`src/rtl/cfgSlavePkg.sv`:
```
package cfgSlavePkg;

  // Address-modifier codes that the slave answers
  localparam logic [5:0] AM_STD_USER  = 6'h39;
  localparam logic [5:0] AM_STD_SUPER = 6'h3D;
  localparam logic [5:0] AM_EXT_USER  = 6'h09;
  localparam logic [5:0] AM_EXT_SUPER = 6'h0D;

  // Byte offsets within the register page
  localparam logic [7:0] OFF_WIDTH_LO = 8'h40;
  localparam logic [7:0] OFF_WIDTH_HI = 8'h42;
  localparam logic [7:0] OFF_MAJ      = 8'h48;
  localparam logic [7:0] OFF_MASK     = 8'h4A;
  localparam logic [7:0] OFF_TEST     = 8'h4C;
  localparam logic [7:0] OFF_ID_FIX   = 8'hFA;
  localparam logic [7:0] OFF_ID_MOD   = 8'hFC;
  localparam logic [7:0] OFF_ID_SER   = 8'hFE;

  typedef enum logic [3:0] {
    SEL_NONE,
    SEL_THR,
    SEL_WLO,
    SEL_WHI,
    SEL_MAJ,
    SEL_MASK,
    SEL_TEST,
    SEL_IDFIX,
    SEL_IDMOD,
    SEL_IDSER
  } regSelE;

  // Strobes passed from the decode control to the register datapath
  typedef struct packed {
    logic       accept;
    logic       isWrite;
    regSelE     regSel;
    logic [7:0] wordIdx;
  } busStrobeT;

endpackage

```
`src/rtl/cfgSlaveCtrl.sv`:
```
module cfgSlaveCtrl
  import cfgSlavePkg::*;
#(
  parameter int CHANNELS = 16
) (
  input  logic            clk,
  input  logic            rstN,
  input  logic [15:0]     baseSw,
  input  logic [31:0]     busAddr,
  input  logic [5:0]      busAm,
  input  logic            busDs,
  input  logic            busWrite,
  output busStrobeT       strobe
);

  localparam logic [8:0] THR_END = 9'(2 * CHANNELS);

  logic       dsPrev;
  logic       amOk;
  logic       isExt;
  logic       baseHit;
  logic [7:0] byteOff;
  regSelE     selNext;
  logic       unusedAddr;

  assign unusedAddr = ^{busAddr[15:9], busAddr[0]};

  // Edge detect on the data strobe: one access per assertion
  always_ff @(posedge clk or negedge rstN) begin
    if (!rstN) dsPrev <= 1'b0;
    else       dsPrev <= busDs;
  end

  always_comb begin
    amOk  = 1'b0;
    isExt = 1'b0;
    case (busAm)
      AM_STD_USER, AM_STD_SUPER: amOk = 1'b1;
      AM_EXT_USER, AM_EXT_SUPER: begin
        amOk  = 1'b1;
        isExt = 1'b1;
      end
      default: amOk = 1'b0;
    endcase
  end

  always_comb begin
    if (isExt) baseHit = (busAddr[31:16] == baseSw);
    else       baseHit = (busAddr[23:16] == baseSw[15:8]);
  end

  assign byteOff = {busAddr[7:1], 1'b0};

  always_comb begin
    selNext = SEL_NONE;
    if (!busAddr[8]) begin
      if ({1'b0, byteOff} < THR_END) begin
        selNext = SEL_THR;
      end else begin
        case (byteOff)
          OFF_WIDTH_LO: selNext = SEL_WLO;
          OFF_WIDTH_HI: selNext = SEL_WHI;
          OFF_MAJ:      selNext = SEL_MAJ;
          OFF_MASK:     selNext = SEL_MASK;
          OFF_TEST:     selNext = SEL_TEST;
          OFF_ID_FIX:   selNext = SEL_IDFIX;
          OFF_ID_MOD:   selNext = SEL_IDMOD;
          OFF_ID_SER:   selNext = SEL_IDSER;
          default:      selNext = SEL_NONE;
        endcase
      end
    end
  end

  always_comb begin
    strobe.accept  = busDs && !dsPrev && amOk && baseHit;
    strobe.isWrite = busWrite;
    strobe.regSel  = selNext;
    strobe.wordIdx = busAddr[8:1];
  end

endmodule

```
`src/rtl/cfgSlaveData.sv`:
```
module cfgSlaveData
  import cfgSlavePkg::*;
#(
  parameter int          CHANNELS    = 16,
  parameter int          LED_HOLD    = 8,
  parameter logic [5:0]  MFR_CODE    = 6'b000010,
  parameter logic [9:0]  MODULE_CODE = 10'b0001010100,
  parameter logic [3:0]  VERSION_ID  = 4'h1,
  parameter logic [11:0] SERIAL_ID   = 12'h123
) (
  input  logic                    clk,
  input  logic                    rstN,
  input  busStrobeT               strobe,
  input  logic [15:0]             busWrData,
  output logic [15:0]             busRdData,
  output logic                    busDtack,
  output logic [CHANNELS*8-1:0]   thrFlat,
  output logic [7:0]              widthLo,
  output logic [7:0]              widthHi,
  output logic [7:0]              majLevel,
  output logic [CHANNELS-1:0]     enMask,
  output logic                    testStrobe,
  output logic                    accessLed
);

  localparam int          CNT_W     = $clog2(LED_HOLD + 1);
  localparam logic [15:0] ID_FIXED  = 16'hFAF5;
  localparam logic [15:0] ID_MODULE = {MFR_CODE, MODULE_CODE};
  localparam logic [15:0] ID_SERIAL = {VERSION_ID, SERIAL_ID};

  logic             doWrite;
  logic             doRead;
  logic [CNT_W-1:0] ledCnt;
  logic [15:0]      rdNext;

  assign doWrite = strobe.accept && strobe.isWrite;
  assign doRead  = strobe.accept && !strobe.isWrite;

  // Per-channel threshold registers
  for (genvar ch = 0; ch < CHANNELS; ch++) begin : g_thr
    always_ff @(posedge clk or negedge rstN) begin
      if (!rstN) begin
        thrFlat[ch*8 +: 8] <= '0;
      end else if (doWrite && strobe.regSel == SEL_THR &&
                   strobe.wordIdx == 8'(ch)) begin
        thrFlat[ch*8 +: 8] <= busWrData[7:0];
      end
    end
  end

  always_ff @(posedge clk or negedge rstN) begin
    if (!rstN) begin
      widthLo  <= '0;
      widthHi  <= '0;
      majLevel <= '0;
      enMask   <= '0;
    end else if (doWrite) begin
      case (strobe.regSel)
        SEL_WLO:  widthLo  <= busWrData[7:0];
        SEL_WHI:  widthHi  <= busWrData[7:0];
        SEL_MAJ:  majLevel <= busWrData[7:0];
        SEL_MASK: enMask   <= busWrData[CHANNELS-1:0];
        default:  ;
      endcase
    end
  end

  always_comb begin
    rdNext = '0;
    if (doRead) begin
      case (strobe.regSel)
        SEL_IDFIX: rdNext = ID_FIXED;
        SEL_IDMOD: rdNext = ID_MODULE;
        SEL_IDSER: rdNext = ID_SERIAL;
        default:   rdNext = '0;
      endcase
    end
  end

  always_ff @(posedge clk or negedge rstN) begin
    if (!rstN) begin
      busRdData  <= '0;
      busDtack   <= 1'b0;
      testStrobe <= 1'b0;
    end else begin
      busRdData  <= rdNext;
      busDtack   <= strobe.accept;
      testStrobe <= doWrite && (strobe.regSel == SEL_TEST);
    end
  end

  // Activity stretch counter
  always_ff @(posedge clk or negedge rstN) begin
    if (!rstN)                 ledCnt <= '0;
    else if (strobe.accept)    ledCnt <= CNT_W'(LED_HOLD);
    else if (ledCnt != '0)     ledCnt <= ledCnt - 1'b1;
  end

  assign accessLed = (ledCnt != '0);

endmodule

```
`src/rtl/cfgBusSlave.sv`:
```
module cfgBusSlave
  import cfgSlavePkg::*;
#(
  parameter int          CHANNELS   = 16,
  parameter int          LED_HOLD   = 8,
  parameter logic [3:0]  VERSION_ID = 4'h1,
  parameter logic [11:0] SERIAL_ID  = 12'h123
) (
  input  logic                  clk,
  input  logic                  rstN,
  input  logic [15:0]           baseSw,
  input  logic [31:0]           busAddr,
  input  logic [5:0]            busAm,
  input  logic                  busDs,
  input  logic                  busWrite,
  input  logic [15:0]           busWrData,
  output logic [15:0]           busRdData,
  output logic                  busDtack,
  output logic [CHANNELS*8-1:0] thrFlat,
  output logic [7:0]            widthLo,
  output logic [7:0]            widthHi,
  output logic [7:0]            majLevel,
  output logic [CHANNELS-1:0]   enMask,
  output logic                  testStrobe,
  output logic                  accessLed
);

  busStrobeT strobe;

  cfgSlaveCtrl #(.CHANNELS(CHANNELS)) ctrl_i (
    .clk      (clk),
    .rstN     (rstN),
    .baseSw   (baseSw),
    .busAddr  (busAddr),
    .busAm    (busAm),
    .busDs    (busDs),
    .busWrite (busWrite),
    .strobe   (strobe)
  );

  cfgSlaveData #(
    .CHANNELS   (CHANNELS),
    .LED_HOLD   (LED_HOLD),
    .VERSION_ID (VERSION_ID),
    .SERIAL_ID  (SERIAL_ID)
  ) data_i (
    .clk        (clk),
    .rstN       (rstN),
    .strobe     (strobe),
    .busWrData  (busWrData),
    .busRdData  (busRdData),
    .busDtack   (busDtack),
    .thrFlat    (thrFlat),
    .widthLo    (widthLo),
    .widthHi    (widthHi),
    .majLevel   (majLevel),
    .enMask     (enMask),
    .testStrobe (testStrobe),
    .accessLed  (accessLed)
  );

endmodule

```
`config.mk`:
```
export PLATFORM = sky130hd
export DESIGN_NAME = cfgBusSlave
export DESIGN_NICKNAME = d
export VERILOG_FILES = /design/src/rtl/cfgSlavePkg.sv /design/src/rtl/cfgSlaveCtrl.sv /design/src/rtl/cfgSlaveData.sv /design/src/rtl/cfgBusSlave.sv
export SDC_FILE = /design/constraint.sdc
export NUM_CORES = 1
export LEC_CHECK = 0
export ABC_CLOCK_PERIOD_IN_PS = 2700
export BUFFER_PORTS_ARGS = -buffer_cell sky130_fd_sc_hd__clkbuf_2
export CAP_MARGIN = 20
export CORE_AREA = 2 2 105 184
export CTS_BUF_LIST = sky130_fd_sc_hd__clkbuf_4 sky130_fd_sc_hd__clkbuf_8
export CTS_CLUSTER_DIAMETER = 80
export CTS_CLUSTER_SIZE = 20
export DETAILED_ROUTE_END_ITERATION = 8
export DIE_AREA = 0 0 107 186
export GPL_TIMING_DRIVEN = 0
export PLACE_DENSITY = 0.71
export SYNTH_ARGS = -nofsm -noshare
export SYNTH_HDL_FRONTEND = slang
export SYNTH_SLANG_ARGS = --single-unit
```
`constraint.sdc`:
```
create_clock -name clk -period 2.7 [get_ports clk]
set_clock_uncertainty 0.15 [all_clocks]
set_input_delay 0.54 -clock clk [delete_from_list [all_inputs] [get_ports clk]]
set_output_delay 0.54 -clock clk [all_outputs]
set_load 0.05 [all_outputs]
```
; ---- Yosys cells after proc, flatten, opt, wreduce, memory -nomap -nowiden
; Cells that the tools add are included.
[classes]
n_addsub = 1
n_lt_le_gt_ge = 1
eq_ne = 38
n_mux = 10
n_reduce_logical = 34
[op_table]
columns = op, count
row1 = 8-bit by 4-bit equality test with 1-bit output (second input constant), 8
row2 = 16-bit case mux with 3 select lines, 1
row3 = 7-bit by 6-bit equality test with 1-bit output (second input constant), 5
row4 = 8-bit by 3-bit equality test with 1-bit output (second input constant), 4
row5 = 4-bit case mux with 8 select lines, 1
row6 = 1-bit logical AND, 23
row7 = 7-bit equality test (second input constant), 3
row8 = 16-bit equality test, 1
row9 = 4-bit by 3-bit equality test with 1-bit output (second input constant), 4
row10 = 8-bit by 2-bit equality test with 1-bit output (second input constant), 2
row11 = 16-bit 2-to-1 mux, 1
row12 = 4-bit 2-to-1 mux, 4
row13 = 6-bit by 4-bit equality test with 1-bit output (second input constant), 2
row14 = 6-bit equality test (second input constant), 2
row15 = 4-bit by 2-bit equality test with 1-bit output (second input constant), 2
row16 = 4-bit equality test (second input constant), 2
row17 = 8-bit by 1-bit equality test with 1-bit output (second input constant), 1
row18 = 8-bit equality test, 1
row19 = 8-bit zero test, 1
row20 = 8-bit by 6-bit < comparator with 1-bit output (second input constant), 1
row21 = 2-bit AND reduction, 4
row22 = 4-bit by 1-bit equality test with 1-bit output (second input constant), 1
row23 = 4-bit nonzero test, 1
row24 = 4-bit OR reduction, 1
row25 = other kinds (5), 8
[word_totals]
register_bits = 191
in_bits = 74
out_inout_bits = 187
wordCells = 109

; ---- Depth between registers and ports, before layout
; Gate-level depths: netlist (run 1).
[depth]
word_depth = 8
ltp_mapped = 8
mapped_depth_nobuf = 7

; ---- Hierarchy
; A second synthesis (run 1) with hierarchy kept.
[hier_totals]
cells_unflattened = 525
hier_area_um2 = 7754.9
[by_module_without_submodules]
columns = mod, instances, cells_per_inst, area_each_um2
row1 = cfgSlaveData, 1, 457, 7257.0
row2 = cfgSlaveCtrl, 1, 68, 498.0

; ---- Least setup slack after synthesis (run 1)
; No wires, ideal clock.
[synth_timing]
path_kind = input port to flip-flop
start = in busAm[1]
end = reg data_i.thrFlat[0]
setup_time_ns = 0.125
arrival_time_ns = 2.727
required_ns = 2.425
slack_ns = -0.302
stages = 8
path_buffers = 2
path_cell_list = and4bb_1 > nand2_1 > or4_1 > o22a_1 > buf_6 > or4_1 > buf_6 > mux2_4
[synth_via]
elab_chain_len = 8
[synth_lines]
columns = item, line
row1 = "start, declared", cfgBusSlave.sv:13  ; input logic [5:0] busAm,
row2 = 6-bit equality test or 6-bit by 4-bit equality test with 1-bit output (tied branches), cfgSlaveCtrl.sv:37  ; case (busAm)
row3 = 4-bit OR reduction (no line) or 2-bit OR reduction (tied branches), n/a
row4 = 1-bit 2-to-1 mux, cfgSlaveCtrl.sv:37
row5 = 1-bit logical AND or 1-bit 2-to-1 mux (tied branches), "cfgSlaveCtrl.sv:76, cfgSlaveCtrl.sv:48"
row6 = 1-bit logical AND *, cfgSlaveCtrl.sv:76  ; strobe.accept = busDs && !dsPrev && amOk && baseHit;
row7 = 1-bit logical AND *, cfgSlaveData.sv:36  ; assign doWrite = strobe.accept && strobe.isWrite;
row8 = 1-bit logical AND * (2 in series), cfgSlaveData.sv:44  ; end else if (doWrite && strobe.regSel == SEL_THR &&
row9 = "end signal, assigned by index", cfgSlaveData.sv:46  ; thrFlat[ch*8 +: 8] <= busWrData[7:0];
row10 = "end, declared", cfgSlaveData.sv:17  ; output logic [CHANNELS*8-1:0] thrFlat,
; Mark *: on every way between the ends. The rest lies on a longest branch, timed or not.
; A chain may end at the register's enable or synchronous reset.

; ---- Worst setup path in the final report (run 1)
[layout_timing]
start = reg ctrl_i.dsPrev
end = reg data_i.thrFlat[87]
[layout_via]
elab_chain_len = 7
[layout_lines]
columns = item, line
row1 = "start, declared", cfgSlaveCtrl.sv:18  ; logic dsPrev;
row2 = "start signal, assigned", cfgSlaveCtrl.sv:31  ; else dsPrev <= busDs;
row3 = 1-bit zero test, cfgSlaveCtrl.sv:76
row4 = 1-bit logical AND (3 in series), cfgSlaveCtrl.sv:76
row5 = 1-bit logical AND, cfgSlaveData.sv:36
row6 = 1-bit logical AND (2 in series), cfgSlaveData.sv:44
; No other way between the ends.

==> results.md, run 1 <==
* GRT Residual Overflow at 0
* Mapped Area at 7630 um2
* Core area at 18400 um2
* Comb power frac at 0.087
* I/O pins at 261
* Hold path endpoint: ctrl_i.dsPrev$_DFF_PN0_
* Detailed placement HPWL at 14600 um
* DR WL/cell at 18.9 um
* TritonCTS Sinks at 179
* Final Hold Viols at 0
* Critical Path Fanout Max at 8
* Die footprint at 19900 um2
* WP data arrival at 2.96 ns
* Die Span Y at 186 um
* Synthesized instance count at 523
* Synth Warn # at 0
* Sw Ratio at 0.263
* Setup TNS at -1.45 ns
* Most numerous cell on the critical path: buf_6
* Setup crit end kind: flip-flop
* Gr usage total at 0.203
* ANT cells at 0
* Initial DRC count at 154
* Outcome: complete, but fails checks
* Syn avg cell area at 14.6 um2
* CP Launch Point: ctrl_i.dsPrev$_DFF_PN0_
* Via count at 5294
* Num rows at 66
* Final Instance Area at 10200 um2
* Buf+Inv Stages, Crit Path at 3
* Power density cells at 486 nW/um2
* Max Cap Viol at 0
* Leakage at 5.47 nW
* Worst path required time at 2.90 ns
* H-tree depth at 4
* Slew @ Worst Pin at 0.850 ns
* Clock slew at reported path FFs at 0.09 ns
* CP top delay family: simple AND/OR/NAND/NOR gates
* Slew Limit Headroom at 0.433
* Largest net degree at the start of global routing at 113
* Primary FF master, synth: dfrtp_1
* FF+latch count, synth at 179
* Flop pwr share at 0.554
* Crit-path cells: and4bb_2 > buf_6 > nand4b_1 > or4_4 > o22ai_4 > buf_6 > nor3b_4 > buf_12 > mux2_2
* I/O Buffers at 239
* Hold Path Depth at 1
* CTS Root Cell: clkbuf_8
* Initial antenna violation count at 0
* Nets at 882
* Fin crit share at 1.02
* Ys async rst share at 1.00
* WS Path Type: flip-flop to flip-flop
* Number of flops mapped to enable cells by yosys at 0
* Clock Latency Late Sink at 0.45 ns
* Num CTS Buffers at 17
* Area Overhead vs Synth at 33.3%
* FF-to-FF path depth at 9
* Max stage delay on crit path at 0.45 ns
* DRC viols at 0
* Post-synthesis sequential area ratio at 0.587
* Internal power contribution at 3.64 mW
* Max Fclk at 362 MHz
* Worst VDD drop at 393 uV
* CTS tree: done
* Placed cell areas at 9240 um2
* R2r endpoint: data_i.thrFlat[87]$_DFFE_PN0P_
* Failing checks: setup timing
* RD Place Congestion at 0.841
* TritonRoute pass-1 iters at 4
* Antenna-violating nets left at 0
* CP max stage cell: or4_4
* Clock buffer depth at 2
* Number of setup violations in the final report at 40
* Setup slack after layout at -0.0598 ns
* Worst r2r src: ctrl_i.dsPrev$_DFF_PN0_
* Die width at 107 um
* Routed wire length at 20000 um
* Hold Path Class: input pin to flip-flop
* Clock network fraction of total power at 0.359
* Filler cells at 1589
* Initial Util at 0.414
* Global-route wire length before repair at 30400 um
* Minimum clock period at 2.76 ns
* Psw at 1.30 mW
* R2r setup slk at -0.06 ns
* Number of global-route vias before repair at 5476
* Slew Viols, Final at 0
* Setup crit start kind: flip-flop
* Synth unique cells at 39
* Share of cells above drive strength 1 at 0.614
* HP Start: busDs
* Vias/cell at 5.01
* RSZ-0062 raised after global routing: true
[cells in the mapped netlist, drive strengths merged, types with 4 or more instances]
cell type  number  area, um2
dfrtp         179       4480
mux2          168       1920
clkbuf         23       86.3
xnor2          23        201
buf            18        129
nor2           12       45.0
nand2          10       37.5
nand3           8       40.0
nor3b           8        109
nor4            8        140
nor3            7       35.0
a21oi           6       30.0
nand2b          6       37.5
nand4           6       37.5
inv             5       18.8
nand3b          4       30.0
or2             4       25.0
or3             4       25.0
or4             4       30.0
[worst max path at each step]
| stage | end | slack (ns) | cells after the start |
|---|---|---|---|
| finish | data_i.thrFlat[87]$_DFFE_PN0P_ | -0.06 | 9 |
| detailed placement | data_i.thrFlat[45]$_DFFE_PN0P_ | -0.76 | 7 |
| global route | data_i.thrFlat[83]$_DFFE_PN0P_ | -0.17 | 9 |
| global placement | data_i.thrFlat[2]$_DFFE_PN0P_ | -2.37 | 1 |
| floorplan | data_i.thrFlat[14]$_DFFE_PN0P_ | -0.10 | 7 |
| CTS | data_i.thrFlat[75]$_DFFE_PN0P_ | -0.08 | 9 |
[timing repair]
action / CTS / global route
hold endpoints to repair: 67 / 0
pin swaps: 10 / 8
endpoints found under the setup margin: 169 / 147
gates resized for setup: 20 / 43
hold buffers: 1 / 0
buffers inserted: 21 / 1
[state kept, by name, summed over array words and instances, names as in the netlist]
name and count:
data_i.majLevel 8, ctrl_i.dsPrev 1, data_i.widthHi 8, data_i.busDtack 1, data_i.busRdData 4, data_i.enMask 16, data_i.thrFlat 128, data_i.ledCnt 4
data_i.testStrobe 1, data_i.widthLo 8
[area by class of cell]
cell class	count	area (um2)	share of cell area
repair buffers	263	1570	0.154
inverters	5	18.8	0.00185
flip-flops and latches	179	4480	0.440
clock inverters	13	125	0.0123
multi-input cells	299	3160	0.311
well taps	238	298	0.0293
plain buffers	41	264	0.0260
clock buffers	19	255	0.0251
[kinds of logic after synthesis]
group / Yosys count / synth area share
flops: 179 / 0.587
mux: 169 / 0.253
simple gates: 89 / 0.0869
buf+inv: 46 / 0.0307
xor+xnor: 26 / 0.0298
compound gates: 11 / 0.00853
fa+ha+maj: 2 / 0.00328
other cells: 1 / 0.000491
[power by group through the flow]
stage	logic, mW	clock network, mW	registers, mW
final	0.428	1.77	2.74
after floorplan	0.241	0	2.79
after global routing	0.490	1.95	2.74
after CTS	0.437	1.84	2.74
after global placement	0.406	0	2.79
after detailed placement	0.428	0	2.79
[per-layer routing]
layer | share of wire | track usage | vias to the layer above
met1 | 0.38 | 0.232 | 2700
met4 | 0.021 | 0.0712 | 0
met5 | 0 | 0 | -
met3 | 0.049 | 0.0490 | 26
met2 | 0.55 | 0.367 | 172
li1 | - | - | 2396
[metrics by stage]
stage	power (mW)	util	worst slack [ns]	hold slack, ns	cells
floorplan	3.03	-	-0.103	0.0944	524
CTS	5.02	0.544	-0.0766	0.0594	1056
finish	4.94	0.552	-0.0598	0.0942	1057
detailed placement	3.22	0.502	-0.755	0.344	1002
global placement	3.20	0.500	-2.37	0.335	1001
global route	5.19	0.552	-0.166	0.0625	1057
[cell usage in the layout (no fill, tap or decap), types with 2 or more instances in the layout]
cell        instances
dfrtp_1           179
nand4_1             6
clkbuf_8           20
nand4b_1            3
clkinv_4            2
clkinvlp_4          4
a21oi_1             6
ha_1                2
nand2b_1            6
inv_1               5
buf_12             12
nand2_1            10
or2_2               4
nand3b_1            4
buf_4              16
buf_1               3
xor2_1              3
nand3_1             8
xnor2_1            23
mux2_2            109
nor4_4              6
and3_1              2
mux2_4             59
nor2_1             12
conb_1              2
buf_6               9
inv_6               3
nor4_1              2
buf_8               2
clkbuf_1           19
clkinv_2            2
nor3_1              7
nor3b_4             6
or4_4               3
clkbuf_2          239
or3_1               4
No activity file was read; power rests on OpenSTA's default activity.
==> run 2, diff against run 1 <==
--- a/config.mk
+++ b/config.mk
@@ -8,14 +8,15 @@
 export ABC_CLOCK_PERIOD_IN_PS = 2700
 export BUFFER_PORTS_ARGS = -buffer_cell sky130_fd_sc_hd__clkbuf_2
 export CAP_MARGIN = 20
-export CORE_AREA = 2 2 105 184
+export CORE_AREA = 2 2 106 185
 export CTS_BUF_LIST = sky130_fd_sc_hd__clkbuf_4 sky130_fd_sc_hd__clkbuf_8
 export CTS_CLUSTER_DIAMETER = 80
 export CTS_CLUSTER_SIZE = 20
 export DETAILED_ROUTE_END_ITERATION = 8
-export DIE_AREA = 0 0 107 186
+export DIE_AREA = 0 0 108 187
 export GPL_TIMING_DRIVEN = 0
-export PLACE_DENSITY = 0.71
+export PLACE_DENSITY = 0.7
 export SYNTH_ARGS = -nofsm -noshare
 export SYNTH_HDL_FRONTEND = slang
+export SYNTH_HIERARCHICAL = 1
 export SYNTH_SLANG_ARGS = --single-unit
==> run 2 against run 1 <==
The run now ends clean. Via count decreased by 1.5%. Routed wire length fell by 1.3%. Design area is 3.5% lower. Total power is 0.55% higher. Final cell count is 1.0% lower. Global-route usage down 0.19 points. Register-to-register slack improved by 0.24 ns. Worst hold slack lost 0.037 ns.
==> results.md, run 2 <==
* Outcome: complete, no violations
* Antenna-violating nets left at 0 (unchanged)
* TritonRoute pass-1 iters at 4 (unchanged)
* Nets at 867 (-1.7%)
* Clock slew at reported path FFs at 0.09 ns (about the same)
* Max Fclk at 375 MHz (+3.4%)
* FF+latch count, synth at 179 (unchanged)
* Hold Path Depth at 1 (unchanged)
* Minimum clock period at 2.67 ns (-0.0919 ns)
* Worst r2r src: ctrl_i/dsPrev$_DFF_PN0_
* TritonCTS Sinks at 179 (unchanged)
* CP max stage cell: or3_1
* Buf+Inv Stages, Crit Path at 2 (-1)
* CTS tree: done
* Synth Warn # at 6 (+6)
* GRT Residual Overflow at 0 (unchanged)
* Pwr Total at 4.97 mW (+0.55%)
* Die footprint at 20200 um2 (+1.5%)
* CTS Root Cell: clkbuf_8
* Num rows at 67 (+1.5%)
* Largest net degree at the start of global routing at 96 (-15%)
* Final Instance Area at 9820 um2 (-3.5%)
* R2r endpoint: data_i/thrFlat[103]$_DFFE_PN0P_
* Most common cell after layout, fill and taps aside: clkbuf_2
* HP Start: busDs
* I/O Buffers at 240 (+0.42%)
* CP top delay family: simple AND/OR/NAND/NOR gates
* Most flops, register: data_i/thrFlat
* Max reg flops at 128 (unchanged)
* Mapped Area at 7750 um2 (+1.6%)
* Die Span Y at 187 um (+0.54%)
* Crit-path cells: clkbuf_2 > nand2_1 > or3_1 > o21a_1 > nor3_2 > and4bb_2 > nand3_1 > buf_4 > mux2_2
* ANT cells at 0 (unchanged)
* Primary FF master, synth: dfrtp_1
* Hold Path Class: input pin to flip-flop
* Max stage delay on crit path at 0.37 ns (-0.08 ns)
* Most common cell in the netlist: dfrtp_1
* H-tree depth at 4 (unchanged)
* Most instantiated cells after synthesis: 179 x dfrtp_1, 158 x mux2_2, 23 x xor2_1
* Levels on crit path at 9 (unchanged)
* Leakage at 5.45 nW (-0.44%)
* RSZ-0062 raised after global routing: true
* FF-to-FF path depth at 10 (+1)
* Synthesized instance count at 525 (+0.38%)
* Num CTS Buffers at 17 (unchanged)
* Die width at 108 um (+0.93%)
* RD Place Congestion at 0.835 (-0.65%)
* DRC viols at 0 (unchanged)
* Synth unique cells at 46 (+18%)
* Biggest regs: data_i/thrFlat (128), data_i/enMask (16)
* Gr usage total at 0.201 (-0.00188)
* WS Path Type: input pin to flip-flop
* Top cells by area, synth: dfrtp_1 58%, mux2_2 23%, nand4_4 2.7%
* Slew Limit Headroom at 0.384 (-0.0492)
* Via count at 5212 (-1.5%)
* Max Cap Viol at 0 (unchanged)
* I/O pins at 261 (unchanged)
* Clock Latency Late Sink at 0.45 ns (about the same)
* R2r setup slk at 0.18 ns (+0.24 ns)
* Setup crit end kind: flip-flop
* WP data arrival at 2.86 ns (-0.10 ns)
* Commonest cells after routing, fill and taps aside: 238 x clkbuf_2, 179 x dfrtp_1, 157 x mux2_2, 29 x buf_4, 23 x xor2_1
* Area Overhead vs Synth at 26.6%
* Worst path required time at 2.89 ns (about the same)
* Hold path endpoint: ctrl_i/dsPrev$_DFF_PN0_
* Placed cell areas at 9300 um2 (+0.70%)
* Fin crit share at 0.988 (-0.0340)
* Slew Viols, Final at 0 (unchanged)
* Number of global-route vias before repair at 5381 (-1.7%)
* CP Launch Point: busAddr[5]
* Initial Util at 0.411 (-0.00318)
* Core area at 18900 um2 (+2.4%)
* Worst VDD drop at 335 uV (-15%)
* Initial DRC count at 171 (+11%)
* Ys async rst share at 1.00 (unchanged)
* Share of cells above drive strength 1 at 0.619 (+0.00447)
* Setup crit start kind: input pin
* Syn avg cell area at 14.8 um2 (+1.3%)
* Top cell type by total area after synthesis: dfrtp_1
* Power density cells at 506 nW/um2 (+4.2%)
* Critical Path Fanout Max at 10 (+2)
* Routed wire length at 19700 um (-1.3%)
* Post-synth top area share at 0.578 (-0.00947)
* Initial antenna violation count at 0 (unchanged)
* DR WL/cell at 18.9 um (-0.31%)
* Global-route wire length before repair at 30600 um (+0.52%)
* Post-synthesis sequential area ratio at 0.578 (-0.00947)
* Slew @ Worst Pin at 0.915 ns (+0.0653 ns)
* Vias/cell at 4.98 (-0.51%)
* Detailed placement HPWL at 14700 um (+0.73%)
* Number of setup violations in the final report at 0 (-100%)
* Number of flops mapped to enable cells by yosys at 0 (unchanged)
* WHS at 0.0570 ns (-0.0371 ns)
* Clock buffer depth at 2 (unchanged)
* Final Hold Viols at 0 (unchanged)
## run 2: cell families after synthesis
group                      synth area share
buffers and inverters                0.0413
and+or+nand+nor                      0.0981
AOI/OAI and AO/OA                   0.00871
adders and majority gates           0.00161
other                              0.000484
muxes                                 0.244
DFF                                   0.578
xor gates and xnor gates             0.0282
## run 2: timing repair
| item | CTS | global route |
|---|---|---|
| cloned | 0 | 1 |
| pin swaps | 2 | 2 |
| endpoints found under the hold margin | 1 | 0 |
| endpoints found under the setup margin | 134 | 84 |
| gates resized for setup | 8 | 6 |
| buffers inserted | 5 | 0 |
| hold buffers | 1 | 0 |
## run 2: final cells by class
type,instances,area (um2)
Sequential cell,179,4480
Clock inverter,15,164
Multi-Input combinational cell,291,2980
Fill cell,1699,9040
Inverter,4,15.0
Buffer,51,327
Timing Repair Buffer,248,1320
Tap cell,241,302
Clock buffer,17,234
## run 2: per-stage QoR
| step | setup WS [ns] | util | std cells | setup TNS [ns] |
|---|---|---|---|---|
| final | 0.0321 | 0.521 | 1046 | 0 |
| after global routing | -0.0745 | 0.521 | 1046 | -0.914 |
| after global placement | -2.34 | 0.491 | 1007 | -491.47 |
| after floorplan | 0.0139 | - | 526 | 0 |
| after detailed placement | -0.687 | 0.493 | 1008 | -84.06 |
| after CTS | 0.00839 | 0.518 | 1046 | 0 |
## run 2: routing by layer
metal  vias up  wire length [um]  part of all wire  global-route usage
li1       2388                 -                 -                   -
met1      2659              7260              0.37               0.219
met2       139             11200              0.57               0.372
met3        26               775             0.039              0.0387
met4         0               535             0.027              0.0823
met5         -                 0                 0                   0
## run 2: worst max path at each step
stage	endpoint	slack, ns
2_1_floorplan	data_i/thrFlat[113]$_DFFE_PN0P_	0.01
3_3_place_gp	data_i/majLevel[0]$_DFFE_PN0P_	-2.34
3_5_place_dp	data_i/thrFlat[38]$_DFFE_PN0P_	-0.69
4_1_cts	accessLed	0.008
5_1_grt	data_i/widthHi[3]$_DFFE_PN0P_	-0.07
6_report	data_i/enMask[9]$_DFFE_PN0P_	0.03
## run 2: power breakdown
group	switching [mW]	leakage [nW]	internal, mW
clock network	1.05	0.192	0.770
logic	0.256	2.76	0.160
registers	0.0242	2.49	2.71
total	1.33	5.45	3.64
## run 2: worst reg2reg max path, delay by kind of cell (launching register included)
family	cells	cell delay, ns
simple gates	5	0.93
compound gates	1	0.16
mux	1	0.38
buf+inv	3	0.43
flops	1	0.37
==> run 3, diff against run 2 <==
--- a/config.mk
+++ b/config.mk
@@ -5,7 +5,7 @@
 export SDC_FILE = /design/constraint.sdc
 export NUM_CORES = 1
 export LEC_CHECK = 0
-export ABC_CLOCK_PERIOD_IN_PS = 2700
+export ABC_CLOCK_PERIOD_IN_PS = 2160
 export BUFFER_PORTS_ARGS = -buffer_cell sky130_fd_sc_hd__clkbuf_2
 export CAP_MARGIN = 20
 export CORE_AREA = 2 2 106 185
==> constraint.sdc (replaced) <==
create_clock -name clk -period 2.16 [get_ports clk]
set_clock_uncertainty 0.15 [all_clocks]
set_input_delay 0.432 -clock clk [delete_from_list [all_inputs] [get_ports clk]]
set_output_delay 0.432 -clock clk [all_outputs]
set_load 0.05 [all_outputs]
==> run 3 against run 2 <==
The run now ends with setup timing left. Non-clock buffer count grew 10. Design area grew 3.2%. Die area is the same. Worst hold slack lost 0.0082 ns. Clock power grew 29%. Largest cell class unchanged. Flip-flop and latch count is the same.
==> results.md, run 3 (synthesis results as in run 2) <==
* Outcome: complete, but fails checks
* Failing checks: setup timing
* TritonCTS Sinks at 179 (unchanged)
* DR WL/cell at 18.4 um (-2.4%)
* Global-route wire length before repair at 30400 um (-0.36%)
* Initial Util at 0.411 (unchanged)
* Antenna-violating nets left at 0 (unchanged)
* H-tree depth at 4 (unchanged)
* Commonest cells after routing, fill and taps aside: 238 x clkbuf_2, 179 x dfrtp_1, 141 x mux2_2, 32 x buf_4, 26 x mux2_4
* Area Overhead vs Synth at 30.7%
* Minimum clock period at 2.56 ns
* Final Hold Viols at 0 (unchanged)
* Pwr Total at 6.37 mW (+28%)
* Nets at 877 (+1.2%)
* FF-to-FF path depth at 10 (unchanged)
* Number of setup violations in the final report at 169 (+169)
* Largest net degree at the start of global routing at 99 (+3.1%)
* CTS Root Cell: clkbuf_8
* Number of global-route vias before repair at 5517 (+2.5%)
* Slew Viols, Final at 0 (unchanged)
* Biggest regs: data_i/thrFlat (128), data_i/enMask (16)
* Hold Path Depth at 2 (+1)
* Share of cells above drive strength 1 at 0.645 (+0.0268)
* Clock slew at reported path FFs at 0.10 ns (about the same)
* Die Span Y at 187 um (unchanged)
* Detailed placement HPWL at 14400 um (-2.1%)
* Max Fclk at 391 MHz
* Worst VDD drop at 441 uV (+32%)
* I/O Buffers at 240 (unchanged)
* Die footprint at 20200 um2 (unchanged)
* RD Place Congestion at 0.817 (-2.2%)
* WP data arrival at 2.76 ns (-0.10 ns)
* Max reg flops at 128 (unchanged)
* Hold Path Class: input pin to flip-flop
* Gr usage total at 0.199 (-0.00254)
* Setup crit end kind: flip-flop
* Initial antenna violation count at 0 (unchanged)
* Clock Latency Late Sink at 0.46 ns (about the same)
* R2r setup slk at -0.40 ns (-0.58 ns)
* TritonRoute pass-1 iters at 4 (unchanged)
* Core area at 18900 um2 (unchanged)
* Max stage delay on crit path at 0.38 ns (about the same)
* Leakage at 5.61 nW (+3.0%)
* # placed instances at 1008 (unchanged)
* Initial DRC count at 142 (-17%)
* Hold path endpoint: data_i/enMask[15]$_DFFE_PN0P_
* Place WS at -1.05 ns (-0.362 ns)
* CP max stage cell: dfrtp_1
* GRT Residual Overflow at 0 (unchanged)
* Max Cap Viol at 0 (unchanged)
* I/O pins at 261 (unchanged)
* Fin crit share at 1.18
* HP Start: busWrData[15]
* Worst r2r src: ctrl_i/dsPrev$_DFF_PN0_
* Critical Path Fanout Max at 8 (-2)
* Power density cells at 629 nW/um2 (+24%)
* WS Path Type: flip-flop to flip-flop
* Crit-path cells: nand3b_1 > nor3b_2 > nand3_1 > o21ai_2 > buf_4 > and4bb_1 > buf_6 > buf_12 > nand4_4 > mux2_1
* Num rows at 67 (unchanged)
* Vias/cell at 5.03 (+0.97%)
* Setup TNS at -46.13 ns (-46.13 ns)
* R2r endpoint: data_i/thrFlat[119]$_DFFE_PN0P_
* Setup slack after layout at -0.399 ns (-0.431 ns)
* Die width at 108 um (unchanged)
* ANT cells at 0 (unchanged)
* RSZ-0062 raised after global routing: true
* Clock buffer depth at 2 (unchanged)
* Final Non-Filler Cells at 1056 (+0.96%)
* Most flops, register: data_i/thrFlat
* Slew @ Worst Pin at 0.797 ns (-0.118 ns)
* Setup crit start kind: flip-flop
* DRC viols at 0 (unchanged)
* Most common cell after layout, fill and taps aside: clkbuf_2
* Slew Limit Headroom at 0.469 (+0.0846)
* Num CTS Buffers at 17 (unchanged)
* Via count at 5313 (+1.9%)
* Worst path required time at 2.37 ns (-0.52 ns)
* Routed wire length at 19500 um (-1.4%)
* CTS tree: done
run 3: per-stage QoR:
stage	instance area (um2)	hold WS, ns	util
global route	10100	0.0245	0.537
detailed placement	9450	0.334	0.501
finish	10100	0.0489	0.537
CTS	10100	0.0136	0.536
global placement	9420	0.326	0.499
floorplan	7920	-0.0136	-
run 3: how the worst max path moves through the flow:
stage,cells after the start,start,end,slack [ns]
after floorplan,10,baseSw[15],data_i/thrFlat[113]$_DFFE_PN0P_,-0.33
after global placement,1,rstN,data_i/enMask[15]$_DFFE_PN0P_,-2.85
after detailed placement,10,baseSw[15],data_i/thrFlat[30]$_DFFE_PN0P_,-1.05
after CTS,10,ctrl_i/dsPrev$_DFF_PN0_,data_i/thrFlat[116]$_DFFE_PN0P_,-0.42
after global routing,10,ctrl_i/dsPrev$_DFF_PN0_,data_i/thrFlat[116]$_DFFE_PN0P_,-0.54
final,10,ctrl_i/dsPrev$_DFF_PN0_,data_i/thrFlat[119]$_DFFE_PN0P_,-0.40
run 3: timing repair:
action | CTS | global route
hold buffers | 3 | 0
endpoints found under the setup margin | 169 | 171
pin swaps | 3 | 3
setup buffers | 12 | 2
hold endpoints to repair | 100 | 0
resized for setup | 28 | 5
cloned | 1 | 0
run 3: metal layers:
layer  wire length [um]  vias to the layer above  part of all wire  track usage
met5                  0                        -                 0            0
met4                565                        0             0.029       0.0799
met3               1030                       32             0.053       0.0446
met2              10700                      184              0.55        0.367
met1               7130                     2678              0.37        0.213
li1                   -                     2419                 -            -
run 3: critical path: cells and delay by family (launching register included):
kind	cells	cell delay (ns)
buffers and inverters	3	0.43
and+or+nand+nor	5	0.97
AOI/OAI and AO/OA	1	0.15
DFF	1	0.38
muxes	1	0.38
run 3: layout make-up:
class	instances	area [um2]
Buffer	51	342
Clock buffer	19	249
Multi-Input combinational cell	291	3160
Sequential cell	179	4480
Fill cell	1652	8730
Timing Repair Buffer	258	1430
Tap cell	241	302
Clock inverter	13	150
Inverter	4	22.5
run 3: report_power, final:
group,switching [mW],internal [mW]
Combinational,0.347,0.277
Clock,1.26,1.08
Sequential,0.0272,3.39
Total,1.63,4.74
